===== config.mk =====
export PLATFORM = sky130hd
export DESIGN_NAME = i2c_busy_slave
export DESIGN_NICKNAME = d
export VERILOG_FILES = /design/src/rtl/i2cs_pkg.sv /design/src/rtl/i2cs_glitch_filter.sv /design/src/rtl/i2cs_cond_detect.sv /design/src/rtl/i2cs_engine.sv /design/src/rtl/i2c_busy_slave.sv
export SDC_FILE = /design/constraint.sdc
export NUM_CORES = 1
export LEC_CHECK = 0
export ABC_AREA = 1
export BUFFER_PORTS_ARGS = -buffer_cell sky130_fd_sc_hd__buf_4
export CELL_PAD_IN_SITES_DETAIL_PLACEMENT = 1
export CELL_PAD_IN_SITES_GLOBAL_PLACEMENT = 1
export CORE_MARGIN = 2
export CORE_UTILIZATION = 38
export CTS_CLUSTER_SIZE = 16
export DETAILED_ROUTE_END_ITERATION = 10
export PLACE_DENSITY_LB_ADDON = 0.1
export SETUP_SLACK_MARGIN = 0.05
export SLEW_MARGIN = 20
export SYNTH_ARGS = -nofsm -noshare
export SYNTH_HDL_FRONTEND = slang
export SYNTH_SLANG_ARGS = --single-unit

===== constraint.sdc =====
create_clock -name clk -period 1.95 [get_ports clk]
set_input_delay 0.195 -clock clk [delete_from_list [all_inputs] [get_ports clk]]
set_output_delay 0.195 -clock clk [all_outputs]
set_load 0.02 [all_outputs]

===== src/rtl/i2cs_pkg.sv =====
package i2cs_pkg;

    localparam int BYTE_BITS = 8;

    typedef enum logic [2:0] {
        ST_IDLE,
        ST_ADDR,
        ST_ADDR_ACK,
        ST_WR_DATA,
        ST_WR_ACK,
        ST_RD_DATA,
        ST_RD_ACK,
        ST_HOLD
    } i2cs_state_e;

    typedef struct packed {
        logic start;   // SDA fell while SCL high
        logic stop;    // SDA rose while SCL high
        logic rise;    // SCL rising edge
        logic fall;    // SCL falling edge
        logic sda;     // filtered SDA level
    } bus_evt_t;

    // Straps land on interleaved address bits 0, 2 and 4.
    function automatic logic [6:0] target_addr(input logic [6:0] base,
                                               input logic [2:0] strap);
        logic [6:0] a;
        a    = base;
        a[0] = strap[0];
        a[2] = strap[1];
        a[4] = strap[2];
        return a;
    endfunction

endpackage


===== src/rtl/i2cs_glitch_filter.sv =====
module i2cs_glitch_filter #(
    parameter int   FILT_LEN = 4,
    parameter logic RST_VAL  = 1'b1
) (
    input  logic clk,
    input  logic rst,
    input  logic line_i,
    output logic line_o
);
    localparam int LEN = (FILT_LEN < 2) ? 2 : FILT_LEN;
    localparam int CW  = $clog2(LEN);

    logic [1:0]    sync_q;
    logic [CW-1:0] run_q;
    logic          level_q;

    always_ff @(posedge clk) begin
        if (rst) begin
            sync_q  <= {2{RST_VAL}};
            run_q   <= '0;
            level_q <= RST_VAL;
        end else begin
            sync_q <= {sync_q[0], line_i};
            if (sync_q[1] != level_q) begin
                if (run_q == CW'(LEN - 1)) begin
                    level_q <= sync_q[1];
                    run_q   <= '0;
                end else begin
                    run_q <= run_q + CW'(1);
                end
            end else begin
                run_q <= '0;
            end
        end
    end

    assign line_o = level_q;

    // A new filtered level must have been present at the synchronizer output for at least two cycles
    assert_filter_settled_R11: assert property (@(posedge clk) disable iff (rst)
        !$stable(level_q) |-> ($past(sync_q[1]) == level_q && $past(sync_q[1], 2) == level_q));

endmodule


===== src/rtl/i2cs_cond_detect.sv =====
module i2cs_cond_detect
    import i2cs_pkg::*;
(
    input  logic     clk,
    input  logic     rst,
    input  logic     scl_f,
    input  logic     sda_f,
    output bus_evt_t evt
);
    logic scl_prev_q;
    logic sda_prev_q;

    always_ff @(posedge clk) begin
        if (rst) begin
            scl_prev_q <= 1'b1;
            sda_prev_q <= 1'b1;
        end else begin
            scl_prev_q <= scl_f;
            sda_prev_q <= sda_f;
        end
    end

    always_comb begin
        evt.start = scl_f && scl_prev_q && sda_prev_q && !sda_f;
        evt.stop  = scl_f && scl_prev_q && !sda_prev_q && sda_f;
        evt.rise  = scl_f && !scl_prev_q;
        evt.fall  = !scl_f && scl_prev_q;
        evt.sda   = sda_f;
    end

    assert_cond_exclusive_R8: assert property (@(posedge clk) disable iff (rst)
        $onehot0({evt.start, evt.stop, evt.rise, evt.fall}));

endmodule


===== src/rtl/i2cs_engine.sv =====
module i2cs_engine
    import i2cs_pkg::*;
#(
    parameter logic [6:0] FIXED_ADDR = 7'h40
) (
    input  logic                 clk,
    input  logic                 rst,
    input  bus_evt_t             evt,
    input  logic [2:0]           strap_i,
    input  logic                 core_busy_i,
    output logic                 sda_oe_o,
    output logic                 xfer_start_o,
    output logic                 xfer_rnw_o,
    output logic                 rx_valid_o,
    output logic [BYTE_BITS-1:0] rx_byte_o,
    input  logic                 rx_accept_i,
    output logic                 tx_req_o,
    input  logic [BYTE_BITS-1:0] tx_byte_i,
    output logic                 stop_o
);
    localparam int CW = $clog2(BYTE_BITS + 1);

    i2cs_state_e          state_q, state_d;
    logic [BYTE_BITS-1:0] shift_q, shift_d;
    logic [CW-1:0]        cnt_q, cnt_d;
    logic                 drive_q, drive_d;
    logic                 rnw_q, rnw_d;
    logic                 mack_q, mack_d;

    logic cond_ok;
    logic byte_done;
    logic addr_hit;

    // Conditions are honoured everywhere except while the address is still arriving.
    assign cond_ok   = (state_q != ST_ADDR);
    assign byte_done = (cnt_q == CW'(BYTE_BITS));
    assign addr_hit  = (shift_q[BYTE_BITS-1:1] == target_addr(FIXED_ADDR, strap_i));

    always_comb begin
        state_d      = state_q;
        shift_d      = shift_q;
        cnt_d        = cnt_q;
        drive_d      = drive_q;
        rnw_d        = rnw_q;
        mack_d       = mack_q;
        xfer_start_o = 1'b0;
        rx_valid_o   = 1'b0;
        tx_req_o     = 1'b0;
        stop_o       = 1'b0;

        if (evt.stop && cond_ok) begin
            stop_o  = (state_q != ST_IDLE);
            state_d = ST_IDLE;
            drive_d = 1'b0;
            cnt_d   = '0;
        end else if (evt.start && cond_ok) begin
            state_d = ST_ADDR;
            drive_d = 1'b0;
            cnt_d   = '0;
        end else begin
            unique case (state_q)
                ST_IDLE, ST_HOLD: begin
                end
                ST_ADDR: begin
                    if (evt.rise && !byte_done) begin
                        shift_d = {shift_q[BYTE_BITS-2:0], evt.sda};
                        cnt_d   = cnt_q + CW'(1);
                    end else if (evt.fall && byte_done) begin
                        cnt_d = '0;
                        if (addr_hit && !core_busy_i) begin
                            state_d      = ST_ADDR_ACK;
                            drive_d      = 1'b1;
                            rnw_d        = shift_q[0];
                            xfer_start_o = 1'b1;
                        end else begin
                            state_d = ST_IDLE;
                            drive_d = 1'b0;
                        end
                    end
                end
                ST_ADDR_ACK: begin
                    if (evt.fall) begin
                        cnt_d = '0;
                        if (rnw_q) begin
                            tx_req_o = 1'b1;
                            shift_d  = tx_byte_i;
                            drive_d  = !tx_byte_i[BYTE_BITS-1];
                            state_d  = ST_RD_DATA;
                        end else begin
                            drive_d = 1'b0;
                            state_d = ST_WR_DATA;
                        end
                    end
                end
                ST_WR_DATA: begin
                    if (evt.rise && !byte_done) begin
                        shift_d = {shift_q[BYTE_BITS-2:0], evt.sda};
                        cnt_d   = cnt_q + CW'(1);
                    end else if (evt.fall && byte_done) begin
                        rx_valid_o = 1'b1;
                        cnt_d      = '0;
                        if (rx_accept_i) begin
                            drive_d = 1'b1;
                            state_d = ST_WR_ACK;
                        end else begin
                            drive_d = 1'b0;
                            state_d = ST_HOLD;
                        end
                    end
                end
                ST_WR_ACK: begin
                    if (evt.fall) begin
                        drive_d = 1'b0;
                        state_d = ST_WR_DATA;
                    end
                end
                ST_RD_DATA: begin
                    if (evt.fall) begin
                        if (cnt_q == CW'(BYTE_BITS - 1)) begin
                            drive_d = 1'b0;
                            state_d = ST_RD_ACK;
                        end else begin
                            shift_d = {shift_q[BYTE_BITS-2:0], 1'b0};
                            drive_d = !shift_q[BYTE_BITS-2];
                            cnt_d   = cnt_q + CW'(1);
                        end
                    end
                end
                ST_RD_ACK: begin
                    if (evt.rise) begin
                        mack_d = !evt.sda;
                    end else if (evt.fall) begin
                        cnt_d = '0;
                        if (mack_q) begin
                            tx_req_o = 1'b1;
                            shift_d  = tx_byte_i;
                            drive_d  = !tx_byte_i[BYTE_BITS-1];
                            state_d  = ST_RD_DATA;
                        end else begin
                            state_d = ST_HOLD;
                        end
                    end
                end
            endcase
        end
    end

    always_ff @(posedge clk) begin
        if (rst) begin
            state_q <= ST_IDLE;
            shift_q <= '0;
            cnt_q   <= '0;
            drive_q <= 1'b0;
            rnw_q   <= 1'b0;
            mack_q  <= 1'b0;
        end else begin
            state_q <= state_d;
            shift_q <= shift_d;
            cnt_q   <= cnt_d;
            drive_q <= drive_d;
            rnw_q   <= rnw_d;
            mack_q  <= mack_d;
        end
    end

    assign sda_oe_o   = drive_q;
    assign rx_byte_o  = shift_q;
    assign xfer_rnw_o = shift_q[0];

    assert_busy_refuse_R3: assert property (@(posedge clk) disable iff (rst)
        (state_q == ST_ADDR && evt.fall && byte_done && core_busy_i) |=> !sda_oe_o && !xfer_start_o);

    assert_one_strobe_R2: assert property (@(posedge clk) disable iff (rst)
        $onehot0({xfer_start_o, rx_valid_o, tx_req_o, stop_o}));

    assert_refused_nack_R5: assert property (@(posedge clk) disable iff (rst)
        (rx_valid_o && !rx_accept_i) |=> !sda_oe_o);

    assert_hold_silent_R5: assert property (@(posedge clk) disable iff (rst)
        (state_q == ST_HOLD) |-> (!sda_oe_o && !rx_valid_o && !tx_req_o));

    assert_read_msb_R6: assert property (@(posedge clk) disable iff (rst)
        tx_req_o |=> (sda_oe_o == !$past(tx_byte_i[BYTE_BITS-1])));

    assert_sda_moves_scl_low_R6: assert property (@(posedge clk) disable iff (rst)
        !$stable(sda_oe_o) |-> $past(evt.fall || ((evt.start || evt.stop) && cond_ok)));

    assert_stop_release_R8: assert property (@(posedge clk) disable iff (rst)
        stop_o |=> (!sda_oe_o && state_q == ST_IDLE));

    assert_addr_phase_blind_R10: assert property (@(posedge clk) disable iff (rst)
        (state_q == ST_ADDR && !evt.fall) |=> (state_q == ST_ADDR));

endmodule


===== src/rtl/i2c_busy_slave.sv =====
module i2c_busy_slave
    import i2cs_pkg::*;
#(
    parameter logic [6:0] FIXED_ADDR = 7'h40,
    parameter int         FILT_LEN   = 4
) (
    input  logic       clk,
    input  logic       rst,
    input  logic       scl_i,
    input  logic       sda_i,
    output logic       sda_oe_o,
    input  logic [2:0] strap_i,
    input  logic       core_busy_i,
    output logic       xfer_start_o,
    output logic       xfer_rnw_o,
    output logic       rx_valid_o,
    output logic [7:0] rx_byte_o,
    input  logic       rx_accept_i,
    output logic       tx_req_o,
    input  logic [7:0] tx_byte_i,
    output logic       stop_o
);
    logic     scl_f;
    logic     sda_f;
    bus_evt_t evt;

    i2cs_glitch_filter #(.FILT_LEN(FILT_LEN), .RST_VAL(1'b1)) u_scl_filt (
        .clk    (clk),
        .rst    (rst),
        .line_i (scl_i),
        .line_o (scl_f)
    );

    i2cs_glitch_filter #(.FILT_LEN(FILT_LEN), .RST_VAL(1'b1)) u_sda_filt (
        .clk    (clk),
        .rst    (rst),
        .line_i (sda_i),
        .line_o (sda_f)
    );

    i2cs_cond_detect u_cond (
        .clk   (clk),
        .rst   (rst),
        .scl_f (scl_f),
        .sda_f (sda_f),
        .evt   (evt)
    );

    i2cs_engine #(.FIXED_ADDR(FIXED_ADDR)) u_engine (
        .clk          (clk),
        .rst          (rst),
        .evt          (evt),
        .strap_i      (strap_i),
        .core_busy_i  (core_busy_i),
        .sda_oe_o     (sda_oe_o),
        .xfer_start_o (xfer_start_o),
        .xfer_rnw_o   (xfer_rnw_o),
        .rx_valid_o   (rx_valid_o),
        .rx_byte_o    (rx_byte_o),
        .rx_accept_i  (rx_accept_i),
        .tx_req_o     (tx_req_o),
        .tx_byte_i    (tx_byte_i),
        .stop_o       (stop_o)
    );

    assert_reset_quiet_R12: assert property (@(posedge clk)
        rst |=> (!sda_oe_o && !xfer_start_o && !rx_valid_o && !tx_req_o && !stop_o));

endmodule


==> run summary, run 1 <==
status - finished, final reports clean
critical path cell sequence - inv_1, ha_2, nand2_1, nor2_2, nand2_2, inv_2, nand4_1, inv_1, buf_6
CP arrival - 1.59 ns
Hold Crit Class - input pin to register
Mapped Cells - 321
Post-DRT Antenna Nets - 0
die height - 74.98 um
CP startpoint kind - register
fraction of layout cells with a size suffix above 1 - 20.22%
CTS Buf Count - 5
Placed Cells incl. Taps - 415
drt wl/cell - 13.04 um
final worst-path cycle share - 91.60%
synth top area cells - dfxtp_1 (31%), nand2_1 (17%), nor2_1 (12%)
die area - 0.005621 sq mm
maximum vdd ir drop - 0.5352 mV
DRC Markers - 0
vias in the first global route - 2009
Total GRT Usage - 21.39%
GR Overflow Total - 0
largest net degree at the start of global routing - 15
chip width - 74.98 um
post-route insts no fill - 428
CTS tree - yes
worst skew pair latency - 0.29 ns
Area growth, synth to finish - 23.66%
Post-DP HPWL - 4311 um
cell taking the most area after synthesis - dfxtp_1
CP most frequent cell - inv_1
min Tclk post-route - 1.786 ns
FF-to-FF path depth - 13
Final #Nets - 381
total core area - 0.004786 sq mm
clock buffer depth - 2
R2R setup slack - 0.22 ns
total I/O pin count - 31
Top FF cell, synth - dfxtp_1
worst r2r dst - u_engine.state_q[1]
leakage - 1.292 nW
fin util - 49.46%
H-tree level count - 2
PD cells - 1314 mW/mm^2
I/O Buffers - 30
net count after synthesis - 342
worst setup path start - u_engine.cnt_q[1]
clock-pin slew on the worst setup and hold paths - 0.07 ns
setup repair after global routing missed its margin - false
Cell variety after synth - 27
Routability Congestion - 0.8369
Placed Area - 0.002213 sq mm
hold violation total from the final report - 0
Max Fclk - 559.9 MHz
CP max-delay cell - dfxtp_2
fin. max-slew vios - 0
Setup TNS Final - 0 ns
DRT iter0 DRCs - 69
Max stage delay on crit path - 0.34 ns
CP Data Required Time - 1.75 ns
Final setup violation count - 0
Initial Util - 40.00%
# Max-Cap Violations - 0
share of the synthesized area in the top cell type - 31.37%
DRT Pass-1 Iters - 5
Final Skew - 0.01206 ns
R2R Path Start - u_engine.cnt_q[1]
first-pass GRT wire length - 9149 um
Via Count - 2057
Crit Path Class - register to output pin
CP Max Fanout - 4
EDFF count, synth - 0
mean post-synth cell area - 5.964 sq um
Seq cells post-synth - 30
CTS root buf - clkbuf_8
initial antenna violation count - 0
Slew HR - 69.13%
mapped cell area - 0.001914 sq mm
register area share after synthesis - 31.37%
Critical Path End - xfer_start_o
Total Wirelength - 5581 um
# fillers - 702
crit path capture type - output pin
Synth warnings - 0
number of vias per cell - 4.806
Async S/R FF share, synth - 0%
Worst Max-Slew Pin Slew - 0.4620 ns
finished layout cell area - 0.002367 sq mm
clock sinks - 30
Hold Crit Depth - 2
ant diodes - 0
FP Rows - 25
[kinds of logic (layout without fill, tap and decap cells)]
kind of cell / count (synthesis) / after routing / synth area share (%)
simple gates: 196 / 196 / 45.23
buf+inv: 61 / 101 / 12.29
compound gates: 30 / 30 / 8.497
flops: 30 / 30 / 31.37
fa+ha+maj: 4 / 4 / 2.614
[state kept, by name, summed over array words and instances (netlist names)]
name and count:
u_engine.rx_byte_o 8, u_engine.cnt_q 4, u_engine.state_q 3, u_scl_filt.run_q 2, u_scl_filt.sync_q 2, u_sda_filt.run_q 2
u_sda_filt.sync_q 2, u_cond.scl_prev_q 1, u_cond.sda_prev_q 1, u_engine.mack_q 1, u_engine.rnw_q 1, u_engine.sda_oe_o 1
u_scl_filt.line_o 1, u_sda_filt.line_o 1
[cell usage after synthesis, drive strengths merged, types with 2 or more instances]
library cell,n
a21oi,14
a31oi,2
and3,2
buf,3
clkbuf,2
dfxtp,30
ha,4
inv,56
nand2,89
nand3,29
nand4,3
nor2,65
nor3,2
o211ai,2
o21ai,10
or2,5
[how the worst min path moves through the flow]
stage | endpoint | slack (ns) | start
detailed placement | u_scl_filt.sync_q[0] | 0.39 | scl_i
floorplan | u_scl_filt.sync_q[0] | 0.30 | scl_i
finish | u_scl_filt.sync_q[0] | 0.1 | scl_i
CTS | u_scl_filt.sync_q[0] | 0.09 | scl_i
global route | u_scl_filt.sync_q[0] | 0.09 | scl_i
global placement | u_sda_filt.sync_q[0] | 0.38 | sda_i
[power by group]
| group | internal (mW) | total [mW] | switching [mW] |
|---|---|---|---|
| sequential | 0.739 | 0.868 | 0.129 |
| clock | 0.284 | 0.550 | 0.267 |
| combinational | 0.584 | 1.69 | 1.11 |
[worst max-delay path, delay by kind of cell (launching register included)]
kind	cells	cell delay (ns)
and+or+nand+nor	4	0.41
buffers and inverters	4	0.37
adders and majority gates	1	0.19
DFF	1	0.34
[cell usage in the layout, fill, tap and decap left out]
master	synthesis	routed
inv_2	3	5
dfxtp_2	0	2
or2_2	5	5
dfxtp_1	30	28
nand2_1	85	83
a21oi_1	14	14
nand3b_1	1	1
ha_2	0	1
clkbuf_8	0	6
nor2_2	1	2
nor3_2	1	2
o211ai_1	2	2
o21bai_1	1	1
inv_1	53	51
nand3_2	1	1
and3_1	2	2
ha_1	4	3
nand3_1	26	26
nor2_4	2	2
o31ai_1	1	1
nand4_1	3	3
nand2_2	4	6
a31oi_1	2	2
clkinvlp_4	0	1
nor2_1	62	61
clkinv_2	0	1
nand3_4	2	2
buf_4	1	36
o21ai_0	10	10
buf_6	0	1
[stage by stage]
step                worst slack [ns]  hold slack [ns]  power [mW]
floorplan                     0.5082           0.2988       2.089
global placement              0.2359           0.3826       2.523
detailed placement            0.2117           0.3856       2.555
CTS                          0.08942          0.09007       3.112
global route                 0.03996          0.08578       3.391
finish                        0.1639          0.09553       3.110
[per-layer routing]
layer | part of all wire (%) | GRT usage (%) | vias to the layer above
li1 | - | - | 1065
met1 | 47 | 27.61 | 949
met2 | 49 | 36.16 | 30
met3 | 2.6 | 4.685 | 13
met4 | 1.9 | 5.556 | 0
met5 | 0 | 0 | -
[what timing repair did]
item | in CTS | in global routing
endpoints found under the setup margin | 1 | 11
resized for setup | 1 | 9
setup buffers | 2 | 3
pin swaps | 1 | 0
hold buffers | 0 | 0
[area by class of cell]
| type | instances | area (sq um) | area share, % |
|---|---|---|---|
| sequential | 30 | 603.1 | 25.48 |
| clock inverter | 2 | 12.51 | 0.5285 |
| clock buffer | 6 | 82.58 | 3.488 |
| inverter | 56 | 210.2 | 8.880 |
| tap | 67 | 83.83 | 3.541 |
| timing repair buffer | 37 | 281.5 | 11.89 |
| multi-input combinational | 230 | 1094 | 46.19 |
No activity file was read; power rests on OpenSTA's default activity.
==> run 2, diff against run 1 <==
--- a/config.mk
+++ b/config.mk
@@ -5,12 +5,11 @@
 export SDC_FILE = /design/constraint.sdc
 export NUM_CORES = 1
 export LEC_CHECK = 0
-export ABC_AREA = 1
 export BUFFER_PORTS_ARGS = -buffer_cell sky130_fd_sc_hd__buf_4
 export CELL_PAD_IN_SITES_DETAIL_PLACEMENT = 1
-export CELL_PAD_IN_SITES_GLOBAL_PLACEMENT = 1
+export CELL_PAD_IN_SITES_GLOBAL_PLACEMENT = 2
 export CORE_MARGIN = 2
-export CORE_UTILIZATION = 38
+export CORE_UTILIZATION = 33
 export CTS_CLUSTER_SIZE = 16
 export DETAILED_ROUTE_END_ITERATION = 10
 export PLACE_DENSITY_LB_ADDON = 0.1
==> run 2 against run 1 <==
  * Clock-buffer cell count stayed put
  * Flip-flop and latch count stayed put
  * Global-route usage is 4.1 points lower
  * Combinational power is 97% lower
  * Non-clock buffer count is 17 higher
  * Largest cell class unchanged
  * Largest power group is now registers
==> run summary, run 2 <==
clock-pin slew on the worst setup and hold paths - 0.07 ns (about the same)
CP Max Fanout - 11 (+7)
ant diodes - 0 (unchanged)
min Tclk post-route - 1.847 ns (+0.06124 ns)
Mapped Cells - 198 (-38%)
first-pass GRT wire length - 8107 um (-11%)
Post-DP HPWL - 3606 um (-16%)
Initial Util - 33.95% (-6.1 points)
Routability Congestion - 0.8472 (+1.2%)
Post-DRT Antenna Nets - 0 (unchanged)
Pwr Total - 1.207 mW (-61%)
leading cell types in the layout, fill and taps excluded - buf_4 (53), dfxtp_1 (25), nor2_1 (19), a21oi_1 (19), mux2i_1 (12)
EDFF count, synth - 0 (unchanged)
Total GRT Usage - 17.34% (-4.1 points)
Adder-Cell Fraction of Synth Area - 2.924% (+0.31 points)
total I/O pin count - 31 (unchanged)
fraction of layout cells with a size suffix above 1 - 34.82% (+15 points)
Comb pwr share - 4.5% (-50 points)
Area growth, synth to finish - 32.75%
Final Skew - 0.002163 ns (-0.009899 ns)
net switching power figure - 0.2793 mW (-81%)
number of vias per cell - 5.227 (+8.8%)
mean post-synth cell area - 8.645 sq um (+45%)
synth top area cells - dfxtp_1 (35%), mux2i_1 (7.0%), a21oi_1 (6.4%)
I/O Buffers - 30 (unchanged)
FP Rows - 26 (+4.0%)
CTS Buf Count - 5 (unchanged)
PD cells - 531.1 mW/mm^2 (-60%)
cell family with most CP delay - simple AND/OR/NAND/NOR gates
fin. max-slew vios - 0 (unchanged)
CP Data Required Time - 1.75 ns (about the same)
Seq cells post-synth - 30 (unchanged)
XOR/XNOR Fraction of Synth Area - 3.070% (+3.1 points)
top-count cell post-synth - dfxtp_1
chip width - 76.02 um (+1.4%)
die height - 76.02 um (+1.4%)
clock power share - 44.5% (+27 points)
Final setup violation count - 0 (unchanged)
CP startpoint kind - register
total core area - 0.005042 sq mm (+5.4%)
Total Wirelength - 5094 um (-8.7%)
setup repair after global routing missed its margin - true
clock buffer depth - 2 (unchanged)
Via Count - 1657 (-19%)
largest net degree at the start of global routing - 23 (+8)
Max stage delay on crit path - 0.48 ns (+0.14 ns)
leakage - 0.8681 nW (-33%)
Max Fclk - 541.3 MHz (-3.3%)
Post-Synth Simple-Gate Area - 21.86% (-23 points)
leading cell type in the layout, fill and taps excluded - buf_4
Async S/R FF share, synth - 0% (unchanged)
critical path cell sequence - or3b_2, nor3_1, and3_1, buf_4
final worst-path cycle share - 94.74% (+3.1 points)
cell taking the most area after synthesis - dfxtp_1
H-tree level count - 2 (unchanged)
hold_ws - 0.09480 ns (-0.0007304 ns)
CTS tree - yes
maximum vdd ir drop - 0.2438 mV (-54%)
crit path capture type - output pin
register share of total power - 51.0% (+23 points)
CP max-delay cell - or3b_2
worst skew pair latency - 0.28 ns (about the same)
vias in the first global route - 1644 (-18%)
register area share after synthesis - 35.09% (+3.7 points)
DRC Markers - 0 (unchanged)
Crit Path Class - register to output pin
CP arrival - 1.65 ns (+0.06 ns)
DRT iter0 DRCs - 88 (+28%)
drt wl/cell - 16.07 um (+23%)
mapped cell area - 0.001712 sq mm (-11%)
clock sinks - 30 (unchanged)
Hold Crit Class - input pin to register
hold violation total from the final report - 0 (unchanged)
crit path buf inv count - 1 (-3)
Worst Max-Slew Pin Slew - 0.4758 ns (+0.01383 ns)
switching share of total power - 23.14% (-25 points)
Top FF cell, synth - dfxtp_1
Slew HR - 68.28% (-0.85 points)
cell-internal power - 0.9274 mW (-42%)
max FFs per register - 8 (unchanged)
initial antenna violation count - 0 (unchanged)
share of the synthesized area in the top cell type - 35.09% (+3.7 points)
Cell variety after synth - 43 (+59%)
Final #Nets - 267 (-30%)
Synth warnings - 0 (unchanged)
status - finished, final reports clean
GR Overflow Total - 0 (unchanged)
largest family of logic cells by synthesized area - compound AO/OA/AOI/OAI gates
top cells by count, synth - dfxtp_1 (30), a21oi_1 (22), nor2_1 (19)
DRT Pass-1 Iters - 4 (-1)
Setup TNS Final - 0 ns (unchanged)
mux share of post-synthesis cell area - 7.018% (+7.0 points)
CTS root buf - clkbuf_8
die area - 0.005779 sq mm (+2.8%)
fraction of the mapped netlist area in compound gates - 23.76% (+15 points)
net count after synthesis - 219 (-36%)
# Max-Cap Violations - 0 (unchanged)
-- run 2: cell count changes after synthesis, moves of 8 or more --
cell	change
a21oi_1	+8
inv_1	-44
mux2i_1	+12
nand2_1	-81
nand3_1	-25
nor2_1	-43
nor2b_1	+8
-- run 2: worst paths after layout --
kind                                           start                     to  slack (ns)  depth (start not counted)
worst max-delay path             u_engine.state_q[2]           xfer_start_o        0.10                          4
worst min-delay path                           scl_i   u_scl_filt.sync_q[0]        0.09                          2
worst max register to register     u_engine.cnt_q[0]  u_engine.rx_byte_o[3]        0.12                          9
worst min register to register  u_sda_filt.sync_q[0]   u_sda_filt.sync_q[1]        0.41                          1
-- run 2: power by group through the flow --
stage               clock network [mW]  registers (mW)  logic, mW
finish                           0.537           0.616     0.0540
global route                     0.598           0.616     0.0593
CTS                              0.560           0.618     0.0545
detailed placement                   0           0.634     0.0537
global placement                     0           0.634     0.0523
floorplan                            0           0.633     0.0219
-- run 2: kinds of logic (layout without fill, tap and decap cells) --
family                     after synthesis  count (layout)
and+or+nand+nor                         65              65
AOI/OAI and AO/OA                       59              59
DFF                                     30              30
buffers and inverters                   22              71
muxes                                   12              12
xor gates and xnor gates                 6               6
adders and majority gates                4               4
-- run 2: final cells by class --
type	instances	area [sq um]
multi-input combinational	146	1036
clock inverter	2	12.51
inverter	9	33.78
timing repair buffer	54	405.4
fill	606	2770
tap	70	87.58
sequential	30	614.3
clock buffer	6	82.58
-- run 2: repair_timing --
action | CTS | global route
resized for setup | 4 | 10
cloned | 0 | 1
buffers inserted | 0 | 7
setup endpoints to repair | 4 | 9
hold buffers | 0 | 0
pin swaps | 0 | 8
endpoints found under the hold margin | 0 | 0
-- run 2: per-stage QoR --
stage               instances  util [%]  instance area [sq um]  worst slack [ns]
floorplan                 198         -                   1733           0.09574
global placement          301     41.36                   2086            0.1102
global route              317     45.06                   2272           0.02877
CTS                       309     43.37                   2187           0.07397
finish                    317     45.06                   2272            0.1026
detailed placement        301     41.36                   2086           0.03239
-- run 2: layer usage --
metal / wire [um] / GRT usage (%) / vias up
li1: - / - / 813
met1: 2352 / 21.82 / 810
met2: 2540 / 29.82 / 26
met3: 121 / 3.081 / 8
met4: 80 / 6.182 / 0
met5: 0 / 0 / -
==> run 3, diff against run 2 <==
--- a/config.mk
+++ b/config.mk
@@ -13,6 +13,7 @@
 export CTS_CLUSTER_SIZE = 16
 export DETAILED_ROUTE_END_ITERATION = 10
 export PLACE_DENSITY_LB_ADDON = 0.1
+export REMOVE_ABC_BUFFERS = 1
 export SETUP_SLACK_MARGIN = 0.05
 export SLEW_MARGIN = 20
 export SYNTH_ARGS = -nofsm -noshare
==> constraint.sdc (replaced) <==
create_clock -name clk -period 1.95 [get_ports clk]
set_input_delay 0.0975 -clock clk [delete_from_list [all_inputs] [get_ports clk]]
set_output_delay 0.0975 -clock clk [all_outputs]
set_load 0.02 [all_outputs]
==> run 3 against run 2 <==
  * Wire length shrank 3.3%
  * Clock skew is 0.0018 ns higher
  * Register-to-register slack is essentially flat
  * Sequential power is essentially flat
  * Total power fell by 1.5%
  * Critical path depth increased by 3
  * Via count is 0.84% higher
  * Hold slack improved by 0.063 ns
  * Flip-flop and latch count is the same
  * Clock power shrank 3.9%
  * Sequential share of layout area down 0.31 points
  * Die area did not move
==> run summary, run 3 (same netlist as run 2, synthesis figures left out) <==
Total GRT Usage - 18.01% (+0.67 points)
Post-DP HPWL - 3524 um (-2.3%)
Worst Max-Slew Pin Slew - 0.5042 ns (+0.02835 ns)
drt wl/cell - 15.44 um (-3.9%)
Placed Cells incl. Taps - 301 (unchanged)
Final setup violation count - 0 (unchanged)
CP Max Fanout - 5 (-6)
Slew HR - 66.39% (-1.9 points)
GR Overflow Total - 0 (unchanged)
I/O Buffers - 30 (unchanged)
critical path cell sequence - ha_2, nand3b_1, buf_6, a211oi_1, a21o_1, or4_4, a21oi_2
FF-to-FF path depth - 7 (-2)
Total Wirelength - 4924 um (-3.3%)
Routability Congestion - 0.8669 (+2.3%)
Post-DRT Antenna Nets - 0 (unchanged)
total core area - 0.005042 sq mm (unchanged)
clock buffer depth - 2 (unchanged)
leading cell type in the layout, fill and taps excluded - buf_4
ant diodes - 0 (unchanged)
Final #Nets - 269 (+0.75%)
CP arrival - 2.04 ns (+0.39 ns)
maximum vdd ir drop - 0.3669 mV (+51%)
Hold Crit Class - input pin to register
Worst Hold End - u_engine.rnw_q
CTS Buf Count - 5 (unchanged)
final worst-path cycle share - 93.66% (-1.1 points)
# Max-Cap Violations - 0 (unchanged)
CP max-delay cell - or4_4
CP startpoint kind - register
fin. max-slew vios - 0 (unchanged)
DRT Pass-1 Iters - 4 (unchanged)
leakage - 0.8802 nW (+1.4%)
Max stage delay on crit path - 0.52 ns (+0.04 ns)
CTS root buf - clkbuf_8
chip width - 76.02 um (unchanged)
total I/O pin count - 31 (unchanged)
R2R setup slack - 0.12 ns (about the same)
Pwr Total - 1.189 mW (-1.5%)
fin util - 45.58% (+0.52 points)
max FFs per register - 8 (unchanged)
H-tree level count - 2 (unchanged)
final worst setup slack - 0.1236 ns (+0.02096 ns)
Initial Util - 33.95% (unchanged)
crit path capture type - register
die area - 0.005779 sq mm (unchanged)
initial antenna violation count - 0 (unchanged)
largest net degree at the start of global routing - 23 (unchanged)
hold violation total from the final report - 0 (unchanged)
post-route insts no fill - 319 (+0.63%)
leading cell types in the layout, fill and taps excluded - buf_4 (51), dfxtp_1 (25), a21oi_1 (21)
die height - 76.02 um (unchanged)
Hold Crit Depth - 2 (unchanged)
pre-CTS setup slack - -0.0001357 ns (-0.03252 ns)
status - finished, final reports clean
hold_ws - 0.1582 ns (+0.06343 ns)
number of vias per cell - 5.238 (+0.21%)
clock-pin slew on the worst setup and hold paths - 0.06 ns (about the same)
DRT iter0 DRCs - 48 (-45%)
CTS tree - yes
fraction of layout cells with a size suffix above 1 - 34.54% (-0.28 points)
worst skew pair latency - 0.28 ns (about the same)
Final Skew - 0.003983 ns (+0.001820 ns)
Via Count - 1671 (+0.84%)
Max Fclk - 547.5 MHz (+1.1%)
CP Data Required Time - 2.17 ns (+0.42 ns)
hold_sp - rst
first-pass GRT wire length - 8397 um (+3.6%)
PD cells - 517.4 mW/mm^2 (-2.6%)
vias in the first global route - 1742 (+6.0%)
DRC Markers - 0 (unchanged)
Crit Path Class - register to register
R2R Path Start - u_engine.cnt_q[0]
clock sinks - 30 (unchanged)
FP Rows - 26 (unchanged)
min Tclk post-route - 1.826 ns (-0.02096 ns)
worst r2r dst - u_engine.cnt_q[3]
Area growth, synth to finish - 34.28%
setup repair after global routing missed its margin - true
run 3: timing repair:
action / 4_1_cts / 5_1_grt
gates resized for setup: 5 / 18
pin swaps: 1 / 11
hold buffers: 2 / 0
endpoints found under the setup margin: 10 / 12
cloned: 1 / 0
endpoints found under the hold margin: 2 / 0
buffers inserted: 6 / 1
run 3: worst max path at each step:
stage / from / end / slack (ns) / cells after the start
after floorplan: u_engine.state_q[0] / u_engine.rx_byte_o[2] / -0.54 / 5
after global placement: u_engine.state_q[1] / u_engine.cnt_q[3] / 0.08 / 5
after detailed placement: u_engine.cnt_q[0] / u_engine.rx_byte_o[3] / -0.0001 / 8
after CTS: u_engine.state_q[1] / u_engine.cnt_q[3] / 0.04 / 5
after global routing: u_engine.cnt_q[0] / u_engine.cnt_q[3] / 0.04 / 7
final: u_engine.cnt_q[0] / u_engine.cnt_q[3] / 0.12 / 7
run 3: power by group:
group / switching, mW / total, mW / leakage, nW / internal, mW
registers: 0.00217 / 0.616 / 0.246 / 0.614
clock network: 0.232 / 0.516 / 0.0482 / 0.284
logic: 0.0240 / 0.0572 / 0.586 / 0.0332
total: 0.258 / 1.19 / 0.880 / 0.931
run 3: final cells by class:
class / count / area (sq um)
fill: 611 / 2744
multi-input combinational: 146 / 1039
sequential: 30 / 614.3
timing repair buffer: 56 / 432.9
tap: 70 / 87.58
clock buffer: 7 / 86.33
inverter: 9 / 33.78
clock inverter: 1 / 5.005
run 3: through the flow:
stage                     setup TNS [ns]  area (sq um)
final                                  0          2298
after global placement                 0          2071
after detailed placement      -0.0001357          2071
after CTS                              0          2236
after floorplan                   -4.074          1638
after global routing                   0          2298
run 3: metal layers:
| layer | GRT usage, % | vias to the layer above | part of all wire (%) | wire length [um] |
|---|---|---|---|---|
| met5 | 0 | - | 0 | 0 |
| met4 | 6.182 | 0 | 1.2 | 60 |
| li1 | - | 824 | - | - |
| met1 | 21.80 | 812 | 44 | 2187 |
| met2 | 31.70 | 29 | 51 | 2520 |
| met3 | 3.791 | 6 | 3.2 | 156 |
run 3: critical path, delay by kind of cell, from the launching register on:
kind / cells / cell delay [ns]
buf+inv: 1 / 0.13
compound gates: 3 / 0.41
simple gates: 2 / 0.66
flops: 1 / 0.36
fa+ha+maj: 1 / 0.20
